File: config.mk
export PLATFORM = sky130hd
export DESIGN_NAME = xpt_ctrl
export DESIGN_NICKNAME = d
export VERILOG_FILES = /design/src/rtl/xpt_pkg.sv /design/src/rtl/xpt_sync.sv /design/src/rtl/xpt_wr_detect.sv /design/src/rtl/xpt_input_bank.sv /design/src/rtl/xpt_switch_bank.sv /design/src/rtl/xpt_ctrl.sv
export SDC_FILE = /design/constraint.sdc
export NUM_CORES = 1
export LEC_CHECK = 0
export BUFFER_PORTS_ARGS = -buffer_cell sky130_fd_sc_hd__clkbuf_2
export CAP_MARGIN = 20
export CELL_PAD_IN_SITES_DETAIL_PLACEMENT = 2
export CELL_PAD_IN_SITES_GLOBAL_PLACEMENT = 2
export CORE_UTILIZATION = 31
export CTS_BUF_LIST = sky130_fd_sc_hd__clkbuf_4 sky130_fd_sc_hd__clkbuf_8 sky130_fd_sc_hd__clkbuf_16
export DETAILED_ROUTE_END_ITERATION = 7
export PLACE_DENSITY_LB_ADDON = 0.3
export REMOVE_ABC_BUFFERS = 1
export SYNTH_ARGS = -nofsm -noshare
export SYNTH_HDL_FRONTEND = slang
export SYNTH_SLANG_ARGS = --single-unit
File: constraint.sdc
create_clock -name clk -period 1.1 [get_ports clk]
set_clock_uncertainty 0.1 [all_clocks]
set_input_delay 0 -clock clk [delete_from_list [all_inputs] [get_ports clk]]
set_output_delay 0 -clock clk [all_outputs]
set_load 0.05 [all_outputs]
File: src/rtl/xpt_pkg.sv
// Package: default sizes shared by the crosspoint control blocks.
// Assumes a power-of-two count of outputs and inputs.
package xpt_pkg;
    localparam int DEF_NUM_OUT = 4;
    localparam int DEF_NUM_IN  = 8;
endpackage

File: src/rtl/xpt_sync.sv
// Two-flop synchroniser for a vector of independent asynchronous pins.
// Assumes each bit is a level signal that needs no coherence with the others.
module xpt_sync #(
    parameter int             W       = 3,
    parameter logic [W-1:0]   RST_VAL = '0
) (
    input  logic         clk,
    input  logic         rst_n,
    input  logic [W-1:0] d,
    output logic [W-1:0] q
);
    logic [W-1:0] meta;

    // Purpose: two register stages, loaded with the idle level during reset.
    always_ff @(posedge clk) begin
        if (!rst_n) begin
            meta <= RST_VAL;
            q    <= RST_VAL;
        end else begin
            meta <= d;
            q    <= meta;
        end
    end
endmodule

File: src/rtl/xpt_wr_detect.sv
// Turns the synchronised write strobe and chip enable into a one-cycle write event.
// Assumes both inputs are already synchronised and active low.
module xpt_wr_detect (
    input  logic clk,
    input  logic rst_n,
    input  logic wr_s_n,
    input  logic ce_s_n,
    output logic evt
);
    logic active;
    logic active_q;

    // Purpose: the strobe counts only when both pins are low.
    always_comb active = !wr_s_n && !ce_s_n;

    // Purpose: remember the previous strobe level for edge detection.
    always_ff @(posedge clk) begin
        if (!rst_n) active_q <= 1'b0;
        else        active_q <= active;
    end

    // Purpose: a single event at the start of each strobe assertion.
    always_comb evt = active && !active_q;
endmodule

File: src/rtl/xpt_input_bank.sv
// Staging registers, one for each output, written by the addressed write event.
// Assumes addr and data are stable from before the strobe until the event.
module xpt_input_bank #(
    parameter int NUM_OUT = 4,
    parameter int SEL_W   = 3,
    localparam int ADDR_W = $clog2(NUM_OUT),
    localparam int DATA_W = SEL_W + 1
) (
    input  logic                           clk,
    input  logic                           rst_n,
    input  logic                           evt,
    input  logic [ADDR_W-1:0]              addr,
    input  logic [DATA_W-1:0]              data,
    output logic [NUM_OUT-1:0]             en,
    output logic [NUM_OUT-1:0][SEL_W-1:0]  idx
);
    logic             off_code;
    logic [SEL_W-1:0] idx_code;

    // Purpose: decode the code: top bit disables, and a disabled entry stores index 0.
    always_comb begin
        off_code = data[DATA_W-1];
        idx_code = off_code ? '0 : data[SEL_W-1:0];
    end

    for (genvar i = 0; i < NUM_OUT; i++) begin : g_stage
        // Purpose: load this entry when the event addresses it.
        always_ff @(posedge clk) begin
            if (!rst_n) begin
                en[i]  <= 1'b0;
                idx[i] <= '0;
            end else if (evt && (addr == ADDR_W'(i))) begin
                en[i]  <= !off_code;
                idx[i] <= idx_code;
            end
        end
    end
endmodule

File: src/rtl/xpt_switch_bank.sv
// Live routing registers: follow the staging bank while hold is low, freeze while it is high.
// Assumes hold is synchronised, so all entries load on the same edge.
module xpt_switch_bank #(
    parameter int NUM_OUT = 4,
    parameter int SEL_W   = 3
) (
    input  logic                           clk,
    input  logic                           rst_n,
    input  logic                           hold,
    input  logic [NUM_OUT-1:0]             in_en,
    input  logic [NUM_OUT-1:0][SEL_W-1:0]  in_idx,
    output logic [NUM_OUT-1:0]             en,
    output logic [NUM_OUT-1:0][SEL_W-1:0]  idx
);
    for (genvar i = 0; i < NUM_OUT; i++) begin : g_live
        // Purpose: copy the staged entry on every clock that hold is low.
        always_ff @(posedge clk) begin
            if (!rst_n) begin
                en[i]  <= 1'b0;
                idx[i] <= '0;
            end else if (!hold) begin
                en[i]  <= in_en[i];
                idx[i] <= in_idx[i];
            end
        end
    end
endmodule

File: src/rtl/xpt_ctrl.sv
// Top of the crosspoint control: synchronises the control pins, stages writes
// and updates the routing of all outputs together.
// Assumes addr and data are held stable while the strobe is being synchronised.
module xpt_ctrl #(
    parameter int  NUM_OUT = xpt_pkg::DEF_NUM_OUT,
    parameter int  NUM_IN  = xpt_pkg::DEF_NUM_IN,
    localparam int ADDR_W  = $clog2(NUM_OUT),
    localparam int SEL_W   = $clog2(NUM_IN),
    localparam int DATA_W  = SEL_W + 1
) (
    input  logic                           clk,
    input  logic                           rst_n,
    input  logic                           wr_n,
    input  logic                           ce_n,
    input  logic                           upd,
    input  logic [ADDR_W-1:0]              addr,
    input  logic [DATA_W-1:0]              data,
    output logic [NUM_OUT-1:0][SEL_W-1:0]  sel,
    output logic [NUM_OUT-1:0]             oe
);
    logic                          wr_s_n;
    logic                          ce_s_n;
    logic                          upd_s;
    logic                          wr_evt;
    logic [NUM_OUT-1:0]            in_en;
    logic [NUM_OUT-1:0][SEL_W-1:0] in_idx;

    xpt_sync #(.W(3), .RST_VAL(3'b011)) u_sync (
        .clk   (clk),
        .rst_n (rst_n),
        .d     ({upd, ce_n, wr_n}),
        .q     ({upd_s, ce_s_n, wr_s_n})
    );

    xpt_wr_detect u_wr (
        .clk    (clk),
        .rst_n  (rst_n),
        .wr_s_n (wr_s_n),
        .ce_s_n (ce_s_n),
        .evt    (wr_evt)
    );

    xpt_input_bank #(.NUM_OUT(NUM_OUT), .SEL_W(SEL_W)) u_in (
        .clk   (clk),
        .rst_n (rst_n),
        .evt   (wr_evt),
        .addr  (addr),
        .data  (data),
        .en    (in_en),
        .idx   (in_idx)
    );

    xpt_switch_bank #(.NUM_OUT(NUM_OUT), .SEL_W(SEL_W)) u_sw (
        .clk    (clk),
        .rst_n  (rst_n),
        .hold   (upd_s),
        .in_en  (in_en),
        .in_idx (in_idx),
        .en     (oe),
        .idx    (sel)
    );
endmodule

**Yosys cells after proc, flatten, opt, wreduce, memory -nomap -nowiden**

Index checks and enable logic that the tools add are counted.
W data, S select, Z words.

- Register bits: 39
- Logic and storage cells: 34

- Equal/unequal tests: 3
- Multiplexer cells: 1
- Reductions and logical operators: 11

Operators by type and width:

| kind | count |
|---|---|
| $logic_and A1 B1 Y1 | 6 |
| $eq A2 B2 Y1 const B | 2 |
| $logic_not A1 Y1 | 4 |
| $mux W3 | 1 |
| $eq A2 B1 Y1 const B | 1 |
| $logic_not A2 Y1 | 1 |

**Depth between registers and ports, before layout**

Gate-level depths: netlist (run 1).

- Depth in word-level cells: 4
- Mapped depth: 4

**Cells and area by module**

From an unflattened synthesis (run 1), not the netlist that was laid out.

- Cell total of the unflattened synthesis: 125
- Area, all modules: 1,427.6 um2

By module, submodules not included:

| module | cells each | seq. area each (um2) | area each (um2) | instances |
|---|---|---|---|---|
| xpt_switch_bank | 51 | 320.3 | 615.6 | 1 |
| xpt_input_bank | 59 | 320.3 | 611.8 | 1 |
| xpt_sync | 12 | 120.1 | 157.7 | 1 |
| xpt_wr_detect | 3 | 20.0 | 42.5 | 1 |

**Worst setup path before layout (run 1)**

Ideal clock, no wire load.

- Kind: reg2reg
- From: reg u_sync.q[1]
- To: reg u_in.idx[0] in the netlist's numbering
- Setup time: 0.072 ns
- Path slack: -0.094 ns
- Arrival time: 1.022 ns
- Cell stages (with the launch flop): 4
- Cell sequence: dfxtp_1 > nor3_4 > nor3b_4 > mux2i_1

- Cells in the longest elaborated chain, start to end: 4

Ends and longest elaborated chain:

| what | RTL line | RTL |
|---|---|---|
| start: declaration | xpt_sync.sv:10 | `output logic [W-1:0] q` |
| start signal: assignment | xpt_sync.sv:21 | `q <= meta;` |
| $logic_not A1 Y1 | xpt_wr_detect.sv:14 | `always_comb active = !wr_s_n && !ce_s_n;` |
| $logic_and A1 B1 Y1 | xpt_wr_detect.sv:14 |  |
| $logic_and A1 B1 Y1 | xpt_wr_detect.sv:23 | `always_comb evt = active && !active_q;` |
| $logic_and A1 B1 Y1 | xpt_input_bank.sv:32 | `end else if (evt && (addr == ADDR_W'(i))) begin` |
| end signal: indexed assignment | xpt_input_bank.sv:34 | `idx[i] <= idx_code;` |
| end: declaration | xpt_input_bank.sv:15 | `output logic [NUM_OUT-1:0][SEL_W-1:0] idx` |

No other way between the ends.
A chain may end at the register's enable or synchronous reset.

**Worst setup path in the final report (run 1)**

- From: reg u_sync.q[0]
- To: reg u_in.idx[2] in the netlist's numbering

The elaborated chain is that of the path after synthesis.

==> run metrics, run 1 <==
vias post-DR 994; period utilisation layout 1.20; Max rail drop VDD 0.000643 V; WP data required approximately 1.2 ns; Worst Tran Pin Value around 0.31 ns; Max-cap violations 0; final setup violation count 16; worst path buffer plus inverter count 0; crit-path cells nor3_4 -> nor3b_4 -> mux2i_1; Clock Root Buffer clkbuf_8; Top delay family on crit path simple AND/OR/NAND/NOR gates; final count of hold timing violations 0; CTS tree yes; Die Width roughly 70 um; GRT Overall Usage 0.140; post-route ant nets 0; P&R area growth vs syn 26.3%; CP Capture Type flop; Post-Synthesis Cell Area 0.00143 sq mm; overall die height ~70 um; Remaining Overflow, GRT 0; ANT cells 0; routability cong. 0.657; crit path time final around 1.3 ns; net count reported at finish ~170; wire length per cell ~15 um; CTS sink count 39; top cell type's share of synthesized area 0.548; status complete, but fails checks; Routed WL between 3000 and 4000 um; clk_lat worst skew 0.28 ns; FP Rows 24; Initial DRT Pass Iterations 4; Startpoint Class flop; initial antenna violation count 0; register area 787 sq um; crit path kind reg2reg; Seq/Total Area, Yosys 0.548; CTS H-tree depth 2; Synth area leader dfxtp_1; clk buf depth 2; PnR worst setup slack -0.224 ns; CTS Buf Count 5; DP Wirelength around 2200 um; slew margin rel. 0.792; RSZ-0062 raised after global routing yes; Largest stage delay, worst path 0.35 ns; vias in the first global route slightly above 1000; die area ~0.0049 sq mm; DRC Markers 0; Initial DRC Count 28; final setup TNS -2.59 ns; multi-input logic area about 630 sq um; PortBufs 26; Final Max Tran Viols 0; Fillers 470; Worst-path clk slew 0.07 ns; vias per std cell about 4.7; Worst EP arrival 1.43 ns; Cells after Synth between 100 and 150; power density cells ~1400 mW/mm^2; count of different cell masters after synthesis 16; count of state elements after synthesis 39; hold crit path type in2reg; layout cells sized above 1 0.288; CP max stage cell nor3b_4; I/O pin count 27; failing checks setup timing; PnR Total Power between 2 and 2.5 mW; first-pass GRT wire length between 5000 and 6000 um; largest net degree at the start of global routing 24; initial core utilization 0.325; Post-Syn Area per Cell ~11 sq um; yosys warns 0; Max Fanout on Critical Path 4; core area between 0.004 and 0.005 sq mm; Pleak about 0.72 nW; Fmax approximately 760 MHz; synth top area cells dfxtp_1, mux2i_1, nor2b_1
## placed cells by master (no fill, tap or decap), drive strengths merged
cell type / n
dfxtp: 39
and2: 2
nand3b: 4
buf: 5
clkbuf: 33
nor2b: 16
nand3: 1
nor3: 1
dlygate4sd3: 3
nand2b: 5
and3b: 1
mux2i: 32
nand2: 16
nor3b: 2
## stage by stage
| step | std cells | util | worst slack (ns) | cell area, sq um | hold WS (ns) |
|---|---|---|---|---|---|
| 6_report | 212 | 0.410 | -0.224 | 1800 | 0.00979 |
| 3_5_place_dp | 200 | 0.370 | -0.213 | 1620 | 0.0906 |
| 5_1_grt | 212 | 0.410 | -0.315 | 1800 | 0.0212 |
| 2_1_floorplan | 119 | - | -0.181 | 1390 | -0.0270 |
| 3_3_place_gp | 200 | 0.370 | -0.149 | 1620 | 0.0810 |
| 4_1_cts | 210 | 0.400 | -0.222 | 1750 | 0.000530 |
## registers in the layout, indices dropped and copies added (netlist names)
name and flops:
u_in.idx 12, u_sw.idx 12, u_in.en 4, u_sw.en 4, u_sync.meta 3, u_sync.q 3, u_wr.active_q 1
## synth_stat cells
| cell | instances |
|---|---|
| nor3b_4 | 1 |
| clkbuf_2 | 1 |
| nand2b_1 | 5 |
| dfxtp_1 | 39 |
| nand3_1 | 1 |
| buf_2 | 2 |
| and2_1 | 2 |
| buf_4 | 1 |
| nor3b_1 | 1 |
| clkbuf_1 | 3 |
| and3b_1 | 1 |
| nand3b_1 | 4 |
| nor2b_1 | 16 |
| nand2_1 | 16 |
| mux2i_1 | 32 |
| nor3_4 | 1 |
## what timing repair did
item | CTS | global route
hold endpoints to repair | 3 | 0
gates resized for setup | 5 | 5
endpoints found under the setup margin | 17 | 20
gates cloned | 0 | 1
pin swaps | 3 | 2
setup buffers | 1 | 1
hold buffers | 3 | 0
## worst paths after layout
| kind | cells past startpoint | to | from | slack, ns |
|---|---|---|---|---|
| worst min register to register | 1 | u_sync.q[0]$_SDFF_PN1_ | u_sync.meta[0]$_SDFF_PN1_ | 0.31 |
| worst max register to register | 3 | u_in.idx[2]$_SDFFE_PN0P_ | u_sync.q[0]$_SDFF_PN1_ | -0.22 |
| worst min-delay path | 3 | u_in.idx[9]$_SDFFE_PN0P_ | addr[1] | 0.01 |
| worst max-delay path | 3 | u_in.idx[2]$_SDFFE_PN0P_ | u_sync.q[0]$_SDFF_PN1_ | -0.22 |
## routing by layer
layer / up-vias / part of all wire / track usage
met1: 482 / 0.46 / 0.163
li1: 486 / - / -
met4: 0 / 0.020 / 0.0667
met5: - / 0 / 0
met2: 19 / 0.49 / 0.237
met3: 7 / 0.032 / 0.0363
## power breakdown
| group | leakage (nW) | switching (mW) | internal [mW] |
|---|---|---|---|
| Sequential | 0.316 | 0.00725 | 1.42 |
| Combinational | 0.362 | 0.0660 | 0.0665 |
| Clock | 0.0406 | 0.450 | 0.447 |
## logic make-up after synthesis
logic type             synth area share
buffers and inverters            0.0237
flip-flops                        0.548
multiplexers                      0.225
AND/OR/NAND/NOR                   0.204
## worst reg2reg max path, stage by stage (launching register included)
cell and delay [ns]:
dfxtp_2 0.33, nor3_4 0.22, nor3b_4 0.35, mux2i_1 0.24
## final cells by class
class | instances | share of cell area
Multi-Input combinational cell | 80 | 0.349
Timing Repair Buffer | 35 | 0.135
Tap cell | 52 | 0.0362
Clock buffer | 6 | 0.0424
Sequential cell | 39 | 0.437
Power figures use the tool's default switching activity.
==> run 2: changes to the inputs <==
--- a/config.mk
+++ b/config.mk
@@ -9,7 +9,7 @@
 export CAP_MARGIN = 20
 export CELL_PAD_IN_SITES_DETAIL_PLACEMENT = 2
 export CELL_PAD_IN_SITES_GLOBAL_PLACEMENT = 2
-export CORE_UTILIZATION = 31
+export CORE_UTILIZATION = 34
 export CTS_BUF_LIST = sky130_fd_sc_hd__clkbuf_4 sky130_fd_sc_hd__clkbuf_8 sky130_fd_sc_hd__clkbuf_16
 export DETAILED_ROUTE_END_ITERATION = 7
 export PLACE_DENSITY_LB_ADDON = 0.3
==> constraint.sdc (replaced) <==
create_clock -name clk -period 1.52 [get_ports clk]
set_clock_uncertainty 0.1 [all_clocks]
set_input_delay 0 -clock clk [delete_from_list [all_inputs] [get_ports clk]]
set_output_delay 0 -clock clk [all_outputs]
set_load 0.05 [all_outputs]
==> run 2 against run 1 <==
  * The flow now finishes without violations
  * Sequential cell count is the same
  * Core utilization grew 3.2 points
  * Cell count is the same
  * Global-route usage up 2.5 points
  * Sequential share of layout area up 0.42 points
  * Via count grew 1.2%
  * Die area decreased by 8.6%
  * Clock power down 13%
  * Non-clock buffer count is the same
  * Worst hold slack lost 0.0066 ns
  * First-iteration DRC count rose by 3.6%
  * Critical path depth did not move
  * Highest routed layer unchanged
==> run metrics, run 2 (synthesized netlist as in run 1, its figures left out) <==
CTS Buf Count 5; status completed; largest net degree at the start of global routing 19; internal power ~1.5 mW; Max Fanout on Critical Path 4; final count of hold timing violations 0; most common cell after layout, fill and taps aside dfxtp_1; CTS Hold Bufs 5; crit path kind reg2reg; Initial DRT Pass Iterations 4; sequential power share 0.543; RSZ-0062 raised after global routing no; post-route ant nets 0; CTS H-tree depth 2; Initial DRC Count 29; Clock Root Buffer clkbuf_8; FP Rows 23; P&R area growth vs syn 24.1%; DP Wirelength roughly 2200 um; Post-CTS Resized 0; PnR Total Power 1.90 mW; final instance area 0.00177 sq mm; vias in the first global route around 1100; postcts setup bufs 0; power density cells 1080 mW/mm^2; initial core utilization 0.356; clk buf depth 2; Max-cap violations 0; wire length per cell between 10 and 15 um; first-pass GRT wire length just over 5000 um; Final Max Tran Viols 0; CP Capture Type flop; PortBufs 26; CTS sink count 39; core area 0.00400 sq mm; Clock power frac 0.410; pre-CTS setup slack between 0.15 and 0.2 ns; Sw Ratio 0.209; Worst EP arrival approximately 1.5 ns; Final Non-Filler Cells 212; DRC Markers 0; Die Width between 60 and 70 um; final setup violation count 0; biggest regs u_in.idx (12), u_sw.idx (12); slew margin rel. 0.792; combinational cell fraction of total power 0.047; Pleak approximately 0.72 nW; period utilisation layout 0.886; PnR worst setup slack 0.173 ns; Area after DPL ~0.0016 sq mm; commonest non-fill, non-tap cells in the layout dfxtp_1, mux2i_1, clkbuf_2; WP data required approximately 1.6 ns; vias per std cell ~4.7; final hold slack 0.00321 ns; Worst Tran Pin Value between 0.3 and 0.4 ns; Placed Cells between 150 and 200; Fmax between 700 and 800 MHz; Remaining Overflow, GRT 0; die area approximately 0.0045 sq mm; initial antenna violation count 0; layout cells sized above 1 0.247; crit path time final 1.35 ns; R2R depth 3; Startpoint Class flop; routability cong. about 0.67; overall die height approximately 67 um; hold path cells 3; hold crit path type in2reg; vias post-DR 1006; Routed WL just over 3000 um; CTS tree yes; Psw ~400 uW; Finished Core Util 0.442; clk_lat worst skew between 0.2 and 0.3 ns; final setup TNS 0 ns; ANT cells 0; net count reported at finish between 150 and 200; Worst-path clk slew 0.08 ns; Max rail drop VDD between 0.0005 and 0.0006 V; I/O pin count 27; Fillers 425; GRT Overall Usage 0.165
-- run 2: cell count changes in the layout (fill, tap and decap cells not counted), sizes merged --
cell | previous run | this run
dlygate4sd3 | 3 | 5
buf | 5 | 4
clkbuf | 33 | 34
-- run 2: metal layers --
metal,GRT usage,vias to the layer above,part of all wire
met5,0,-,0
met4,0.0559,0,0.012
met3,0.0565,5,0.036
met2,0.288,20,0.51
met1,0.184,495,0.44
li1,-,486,-
-- run 2: worst max-delay path, cell delays in order, from the launching register on --
cell and delay [ns]:
dfxtp_1 0.34, nor3_4 0.23, nor3b_4 0.35, mux2i_1 0.25
-- run 2: worst paths after layout --
| path | slack (ns) | endpoint | start |
|---|---|---|---|
| setup / recovery | 0.17 | u_in.idx[2]$_SDFFE_PN0P_ | u_sync.q[1]$_SDFF_PN1_ |
| hold / removal | 0.003 | u_in.idx[3]$_SDFFE_PN0P_ | data[0] |
| setup reg to reg | 0.17 | u_in.idx[2]$_SDFFE_PN0P_ | u_sync.q[1]$_SDFF_PN1_ |
| hold reg to reg | 0.32 | u_sync.q[1]$_SDFF_PN1_ | u_sync.meta[1]$_SDFF_PN1_ |
-- run 2: power groups by stage --
stage	combinational [mW]	sequential, mW	clock [mW]
3_3_place_gp	0.0793	1.06	0
4_1_cts	0.0924	1.03	0.802
2_1_floorplan	0.0276	1.06	0
6_report	0.0899	1.03	0.781
3_5_place_dp	0.0818	1.06	0
5_1_grt	0.0994	1.03	0.846
-- run 2: final cells by class --
type | count | area, sq um | area share
Sequential cell | 39 | 781 | 0.442
Multi-Input combinational cell | 80 | 611 | 0.345
Timing Repair Buffer | 35 | 210 | 0.119
Tap cell | 50 | 62.6 | 0.0354
Clock buffer | 8 | 104 | 0.0587
==> run 3: changes to the inputs <==
==> constraint.sdc (replaced) <==
create_clock -name clk -period 1.4 [get_ports clk]
set_clock_uncertainty 0.1 [all_clocks]
set_input_delay 0 -clock clk [delete_from_list [all_inputs] [get_ports clk]]
set_output_delay 0 -clock clk [all_outputs]
set_load 0.05 [all_outputs]
==> run 3 against run 2 <==
  * Worst hold slack better by 0.016 ns
  * Register-to-register slack got worse by 0.09 ns
  * First-iteration DRC count fell by 17%
  * Non-clock buffer count increased by 2
  * Largest cell class unchanged
  * Largest power group unchanged
==> run metrics, run 3 (synthesized netlist as in run 1, its figures left out) <==
hold path cells 3; Worst EP arrival between 1 and 1.5 ns; Worst R2R Setup Slack 0.08 ns; end of the worst register-to-register path u_in.idx[1]$_SDFFE_PN0P_; net count reported at finish ~170; CTS tree yes; first-pass GRT wire length between 5000 and 6000 um; vias per std cell 4.75; routability cong. approximately 0.67; largest net degree at the start of global routing 20; R2R depth 3; initial core utilization 0.356; hold crit path type in2reg; commonest non-fill, non-tap cells in the layout dfxtp_1, mux2i_1, clkbuf_2; crit path kind reg2reg; CTS H-tree depth 2; Worst-path clk slew about 0.080 ns; clk_lat worst skew 0.29 ns; Die Width approximately 67 um; Startpoint Class flop; CP Capture Type flop; final hold slack between 0.015 and 0.02 ns; wire length per cell between 10 and 15 um; Routed WL around 3000 um; post-route ant nets 0; FP Rows 23; Final Max Tran Viols 0; worst hold endpoint u_in.idx[4]$_SDFFE_PN0P_; biggest regs u_in.idx (12), u_sw.idx (12); Initial DRT Pass Iterations 2; PnR Total Power between 1.5 and 2 mW; WP data required ~1.5 ns; DP Wirelength around 2100 um; status completed; CTS sink count 39; Max rail drop VDD roughly 0.00065 V; period utilisation layout 0.944; P&R area growth vs syn 25.4%; initial antenna violation count 0; HP Start data[1]; Remaining Overflow, GRT 0; Worst Tran Pin Value approximately 0.31 ns; die area about 0.0045 sq mm; vias in the first global route 1100; reg2reg start u_wr.active_q$_SDFF_PN0_; Max Fanout on Critical Path 4; power density cells around 1100 mW/mm^2; most common cell after layout, fill and taps aside dfxtp_1; final setup violation count 0; final count of hold timing violations 0; CTS Buf Count 5; ANT cells 0; I/O pin count 27; Clock Root Buffer clkbuf_8; Pleak between 0.7 and 0.8 nW; crit path time final 1.32 ns; Initial DRC Count 24; Fmax approximately 760 MHz; DRC Markers 0; overall die height roughly 67 um; vias post-DR just over 1000; GRT Overall Usage 0.161; slew margin rel. 0.794; layout cells sized above 1 0.250; Max-cap violations 0; PortBufs 26; clk buf depth 2; core area about 0.004 sq mm
==> run 3: changes by cell type in the layout (fill, tap and decap cells not counted) <==
| cell | delta |
|---|---|
| dfxtp_2 | +1 |
| clkbuf_4 | +1 |
| clkbuf_8 | -2 |
| buf_4 | -1 |
| clkinv_2 | +1 |
| dfxtp_1 | -1 |
| buf_12 | +1 |
| dlygate4sd3_1 | +2 |
==> run 3: through the flow <==
stage / cell area, sq um / setup WS (ns) / cells / utilization / TNS, ns
after floorplan: 1390 / 0.119 / 119 / - / 0
after global routing: 1790 / -0.00167 / 214 / 0.447 / -0.00167
after CTS: 1780 / 0.0346 / 213 / 0.444 / 0
final: 1790 / 0.0783 / 214 / 0.447 / 0
after global placement: 1620 / 0.153 / 198 / 0.405 / 0
after detailed placement: 1620 / 0.0524 / 198 / 0.405 / 0
==> run 3: power by group <==
part | leakage [nW] | internal (mW) | total, mW | switching, mW
logic | 0.359 | 0.0536 | 0.102 | 0.0485
registers | 0.315 | 1.12 | 1.12 | 0.00514
clock network | 0.0491 | 0.388 | 0.768 | 0.380
==> run 3: per-layer routing <==
layer / vias to the layer above / part of all wire / GRT usage
li1: 491 / - / -
met1: 498 / 0.44 / 0.172
met2: 21 / 0.50 / 0.274
met3: 6 / 0.035 / 0.0565
met4: 0 / 0.022 / 0.0878
met5: - / 0 / 0
==> run 3: timing repair <==
action / 4_1_cts / 5_1_grt
setup buffers: 0 / 1
endpoints found under the hold margin: 7 / 0
hold buffers: 7 / 0
gates resized for setup: 0 / 1
endpoints found under the setup margin: 0 / 3
==> run 3: final cells by class <==
class / instances / area, sq um
Clock inverter: 1 / 5.00
Multi-Input combinational cell: 80 / 611
Sequential cell: 39 / 782
Timing Repair Buffer: 37 / 243
Fill cell: 414 / 2210
Clock buffer: 7 / 83.8
Tap cell: 50 / 62.6
==> run 3: worst max-delay path by stage <==
stage / endpoint / startpoint / cells after the start / slack (ns)
global placement: u_in.idx[1]$_SDFFE_PN0P_ / u_sync.q[1]$_SDFF_PN1_ / 3 / 0.15
finish: u_in.idx[1]$_SDFFE_PN0P_ / u_wr.active_q$_SDFF_PN0_ / 3 / 0.08
floorplan: u_sw.en[0]$_SDFFE_PN0N_ / u_sync.q[2]$_SDFF_PN0_ / 2 / 0.12
detailed placement: u_in.idx[1]$_SDFFE_PN0P_ / u_sync.q[1]$_SDFF_PN1_ / 3 / 0.05
global route: u_in.idx[0]$_SDFFE_PN0P_ / u_wr.active_q$_SDFF_PN0_ / 3 / -0.002
CTS: u_in.idx[1]$_SDFFE_PN0P_ / u_sync.q[1]$_SDFF_PN1_ / 3 / 0.03
==> run 3: critical path, stage by stage (launching register included) <==
cell and delay, ns:
dfxtp_1 0.33, nor3_4 0.22, nor3b_4 0.35, mux2i_1 0.24
